--- src/rtl/ts40_pkg.sv ---
package ts40_pkg;
  // Classification of the bus access presented in one cycle
  typedef enum logic [2:0] {
    ACC_IDLE    = 3'd0,
    ACC_RD_LO   = 3'd1,
    ACC_RD_HI   = 3'd2,
    ACC_RD_NONE = 3'd3,
    ACC_WR_HI   = 3'd4,
    ACC_WR_NONE = 3'd5
  } acc_e;
endpackage

--- src/rtl/ts40_decode.sv ---
module ts40_decode
  import ts40_pkg::*;
#(
  parameter int ADDR_W = 8,
  parameter logic [ADDR_W-1:0] LO_ADDR = 8'h60,
  parameter logic [ADDR_W-1:0] HI_ADDR = 8'h64
) (
  input  logic              req,
  input  logic              we,
  input  logic [ADDR_W-1:0] addr,
  output acc_e              acc
);
  always_comb begin
    acc = ACC_IDLE;
    if (req) begin
      if (we) begin
        acc = (addr == HI_ADDR) ? ACC_WR_HI : ACC_WR_NONE;
      end else if (addr == LO_ADDR) begin
        acc = ACC_RD_LO;
      end else if (addr == HI_ADDR) begin
        acc = ACC_RD_HI;
      end else begin
        acc = ACC_RD_NONE;
      end
    end
  end
endmodule

--- src/rtl/ts40_down_counter.sv ---
module ts40_down_counter #(
  parameter int CNT_W = 40
) (
  input  logic             clk,
  input  logic             rst,
  input  logic             run,
  input  logic             tick,
  output logic [CNT_W-1:0] cnt
);
  localparam logic [CNT_W-1:0] ONE = CNT_W'(1);

  always_ff @(posedge clk) begin
    if (rst) begin
      cnt <= '0;
    end else if (run && tick) begin
      cnt <= cnt - ONE;  // wraps from zero to all ones
    end
  end
endmodule

--- src/rtl/ts40_ctrl_regs.sv ---
module ts40_ctrl_regs #(
  parameter int HI_W = 8
) (
  input  logic            clk,
  input  logic            rst,
  input  logic            snap,
  input  logic [HI_W-1:0] upper,
  input  logic            arm_wr,
  input  logic            arm_val,
  output logic [HI_W-1:0] shadow,
  output logic            armed
);
  always_ff @(posedge clk) begin
    if (rst) begin
      shadow <= '0;
      armed  <= 1'b0;
    end else begin
      if (snap) begin
        shadow <= upper;
      end
      if (arm_wr) begin
        armed <= arm_val;
      end
    end
  end
endmodule

--- src/rtl/ts40_counter.sv ---
module ts40_counter
  import ts40_pkg::*;
#(
  parameter int CNT_W  = 40,
  parameter int BUS_W  = 32,
  parameter int ADDR_W = 8,
  parameter logic [ADDR_W-1:0] LO_ADDR = 8'h60,
  parameter logic [ADDR_W-1:0] HI_ADDR = 8'h64,
  parameter int ARM_BIT = 8
) (
  input  logic              clk,
  input  logic              rst,
  input  logic              tick,
  input  logic              bus_req,
  input  logic              bus_we,
  input  logic [ADDR_W-1:0] bus_addr,
  input  logic [BUS_W-1:0]  bus_wdata,
  output logic [BUS_W-1:0]  bus_rdata,
  output logic              bus_rvalid
);
  localparam int HI_W = CNT_W - BUS_W;

  acc_e             acc;
  logic [CNT_W-1:0] cnt_q;
  logic [HI_W-1:0]  shadow_q;
  logic             en_q;
  logic [BUS_W-1:0] hi_word;
  logic [BUS_W-1:0] rdata_d;
  logic             unused_wdata;

  assign unused_wdata = &{1'b0, bus_wdata};

  ts40_decode #(
    .ADDR_W (ADDR_W),
    .LO_ADDR(LO_ADDR),
    .HI_ADDR(HI_ADDR)
  ) u_decode (
    .req (bus_req),
    .we  (bus_we),
    .addr(bus_addr),
    .acc (acc)
  );

  ts40_down_counter #(
    .CNT_W(CNT_W)
  ) u_count (
    .clk (clk),
    .rst (rst),
    .run (en_q),
    .tick(tick),
    .cnt (cnt_q)
  );

  ts40_ctrl_regs #(
    .HI_W(HI_W)
  ) u_ctrl (
    .clk    (clk),
    .rst    (rst),
    .snap   (acc == ACC_RD_LO),
    .upper  (cnt_q[CNT_W-1:BUS_W]),
    .arm_wr (acc == ACC_WR_HI),
    .arm_val(bus_wdata[ARM_BIT]),
    .shadow (shadow_q),
    .armed  (en_q)
  );

  // High word: shadow byte at the bottom, arm flag at ARM_BIT, rest zero
  always_comb begin
    hi_word = '0;
    hi_word[HI_W-1:0] = shadow_q;
    hi_word[ARM_BIT] = en_q;
  end

  always_comb begin
    unique case (acc)
      ACC_RD_LO: rdata_d = cnt_q[BUS_W-1:0];
      ACC_RD_HI: rdata_d = hi_word;
      default:   rdata_d = '0;
    endcase
  end

  always_ff @(posedge clk) begin
    if (rst) begin
      bus_rdata  <= '0;
      bus_rvalid <= 1'b0;
    end else begin
      bus_rdata  <= rdata_d;
      bus_rvalid <= bus_req && !bus_we;
    end
  end
endmodule

--- config.mk ---
export PLATFORM = sky130hd
export DESIGN_NAME = ts40_counter
export DESIGN_NICKNAME = d
export VERILOG_FILES = /design/src/rtl/ts40_pkg.sv /design/src/rtl/ts40_decode.sv /design/src/rtl/ts40_down_counter.sv /design/src/rtl/ts40_ctrl_regs.sv /design/src/rtl/ts40_counter.sv
export SDC_FILE = /design/constraint.sdc
export NUM_CORES = 1
export LEC_CHECK = 0
export ABC_AREA = 0
export CAP_MARGIN = 0
export CORE_ASPECT_RATIO = 1.2
export CORE_MARGIN = 1.5
export CORE_UTILIZATION = 30
export DETAILED_ROUTE_END_ITERATION = 6
export MAX_ROUTING_LAYER = met4
export PLACE_DENSITY = 0.51
export SLEW_MARGIN = 20
export SYNTH_ARGS = -nofsm -noshare
export SYNTH_HDL_FRONTEND = slang
export SYNTH_SLANG_ARGS = --single-unit
--- constraint.sdc ---
create_clock -name clk -period 5.3 [get_ports clk]
set_input_delay 1.325 -clock clk [delete_from_list [all_inputs] [get_ports clk]]
set_output_delay 1.325 -clock clk [all_outputs]
set_load 0.01 [all_outputs]
==> impl_metrics.csv <==
group,metric,value,unit
worst_setup_path,end_kind,"register",
detailed_routing,wl,7730,um
cells_and_area,n_fill_cell,1106,
pwr,switchingPower,255,uW
cells_and_area,multi_input_area,1630,um^2
cells_and_area,stdcell_count,528,
cells_and_area,diodes,0,
pwr,leakage,1.56,nW
synth,synth_fp_nets,395,
pwr,p_clk_share,49.7,%
worst_setup_path,worst_setup_path_start_kind,"input pin",
placed_design,finalWeightedCongestion,0.782,
clock_network,ctsResizeCount,0,
min_path,hold_class,"reg2reg",
synth,syn_avg_cell_area,9.63,um^2
clock_network,cts_root_buf,"clkbuf_16",
worst_setup_path,crit_path_max_fanout,11,
detailed_routing,drt_first_pass_iters,5,
floorplan,dieWidth,99.6,um
pwr,p_sw_share,20.0,%
detailed_routing,drcViolationCount,0,
detailed_routing,drt-vias-per-instance,5.09,
floorplan,die_y,119,um
global_routing,gr-usage-all-layers,14.0,%
global_routing,overflow,0,
synth,syn-instance-count,349,
placed_design,numPortBuffers,46,
cells_and_area,layout_common_cells,"dfxtp_1 (82), nor2_1 (45), clkdlybuf4s50_1 (45), and2_1 (23), a21oi_1 (21)",
run_status,status,"finished clean",
placed_design,hpwl,5290,um
clock_network,htree_levels,3,
pwr,power.sequential.fraction,48.4,%
clock_network,cts_tree,"built",
worst_setup_path,reg2reg_depth,4,
synth,synth.yosys.warnings,0,
cells_and_area,fin_util,38.5,%
synth,synth-seq-cells,82,
global_routing,grt_pass1_vias,2541,
global_routing,grt_max_degree,40,
cells_and_area,area_growth,25.8,%
timing,fmax,300,MHz
detailed_routing,drt_iter0_drc,105,
clock_network,insertion_delay,340,ps
synth,synthesis.area,3360,um^2
timing,period_share,62.9,%
detailed_routing,ant_nets,0,
floorplan,initial_utilization,30.6,%
cells_and_area,drive_above_1_share,8.84,%
clock_network,cts_buffers,9,
cells_and_area,layout_commonest_cell,"dfxtp_1",
clock_network,clk_pin_slew,60,ps
synth,seq_area_frac_synth,48.8,%
pwr,power_density,302,nW/um^2
floorplan,core,11000,um^2
cells_and_area,final_nets,437,
run,max_cap_violations,0,
clock_network,cts.sinks,82,
detailed_routing,via_count,2686,
worst_setup_path,critPathKind,"in2reg",
clock_network,clock_path_buffers,2,
timing,slew_headroom,43.7,%
pwr,peakVddDrop,0.000133,V
timing,fin_crit,3330,ps
pwr,power_frac_comb,1.9,%
timing,clock_skew,7.78,ps
timing,rsz0062_at_grt,"false",
floorplan,dieArea,11900,um^2
clock_network,cts_setup_buffers,0,
placed_design,post-place-cells,512,
worst_setup_path,crit_required,5530,ps
timing,setup_tns,0,ps
cells_and_area,seqCellArea,1640,um^2
clock_network,postCtsHoldBufs,0,
min_path,min_delay_path_depth,2,
floorplan,io_pins,78,
pwr,intPower,1.02,mW
floorplan,rows,42,
timing,final-setup-viol-count,0,
global_routing,grt_pass1_wl,12600,um
global_routing,antenna_found_initial,0,
worst_setup_path,cp.arrival,3560,ps
timing,finalMaxSlewViolations,0,
timing,tightestPinTransition,837,ps
detailed_routing,wl_per_cell,14.6,um
timing,hold_viol,0,
synth,yosysUniqueCellTypes,41,
[state kept, by name, indices dropped and copies added, names as in the netlist]
name	cells
u_count.cnt	40
bus_rdata	32
u_ctrl.armed	1
bus_rvalid	1
u_ctrl.shadow	8
[worst max-delay path, cell delays in order]
cell and delay (ps):
clkdlybuf4s50_1 570, and3_1 330, nand4_1 500, nor4_1 450, mux2_2 380
[layer usage]
metal	global-route usage, %	share of wire (%)	wire, um
met5	-	0	0
met4	5.72	1.5	118
met3	3.46	3.5	273
met2	22.6	49	3790
met1	16.5	46	3540
[power by group through the flow]
stage / sequential [mW] / combinational, mW / clock (mW)
2_1_floorplan: 0.631 / 0.0107 / 0
3_3_place_gp: 0.631 / 0.0245 / 0
3_5_place_dp: 0.631 / 0.0249 / 0
4_1_cts: 0.617 / 0.0249 / 0.656
5_1_grt: 0.617 / 0.0270 / 0.680
6_report: 0.617 / 0.0244 / 0.634
[path summary, 6_finish.rpt]
check | startpoint | end | slack [ps]
worst max-delay path | tick | u_count.cnt[34] | 1970
worst min-delay path | u_ctrl.shadow[7] | u_ctrl.shadow[7] | 500
worst max register to register | u_count.cnt[2] | u_count.cnt[34] | 2850
worst min register to register | u_ctrl.shadow[7] | u_ctrl.shadow[7] | 500
[stage by stage]
step | hold WS (ps) | setup WS (ps) | instance area [um^2] | power [mW]
finish | 498 | 1970 | 4230 | 1.28
CTS | 503 | 1930 | 4230 | 1.30
floorplan | 461 | 2400 | 3360 | 0.641
global route | 529 | 1780 | 4230 | 1.32
global placement | 486 | 1590 | 3920 | 0.655
detailed placement | 488 | 1570 | 3920 | 0.656
[layout make-up]
class	instances	share of cell area (%)
flip-flops and latches	82	38.8
inverters	3	0.266
repair buffers	48	11.1
multi-input cells	247	38.6
clock buffers	13	6.15
clock inverters	3	1.09
well taps	132	3.91
[synthesized netlist by cell type, drive strengths merged]
cell type,n,area (um^2)
nand4b,5,43.8
or4,18,135
o41ai,1,8.76
or3b,1,8.76
a22oi,9,67.6
nand2b,1,6.26
mux2i,9,90.1
and3,1,6.26
buf,7,41.3
nand4bb,1,11.3
or4b,2,20.0
mux2,9,101
inv,3,11.3
o31ai,13,97.6
nor2,45,169
nand3,6,30.0
a21oi,21,105
o21ai,6,30.0
nor4,20,183
a311oi,1,8.76
xnor2,6,52.6
ha,1,12.5
or3,9,56.3
and2,23,144
nand4,7,50.1
nor2b,9,56.3
and2b,1,7.51
nand2,7,26.3
dfxtp,82,1640
xor2,4,35.0
nand3b,1,7.51
and4bb,1,12.5
clkbuf,10,40.0
nor3,9,45.0
[logic make-up after synthesis]
group	after synthesis	share of synthesized area, %
AND/OR/NAND/NOR	167	30.3
flip-flops	82	48.8
AO/OA/AOI/OAI	51	9.45
buffers and inverters	20	2.75
multiplexers	18	5.69
XOR/XNOR	10	2.61
adder cells (fa/ha/maj)	1	0.372
(Power assumes the default switching activity.)
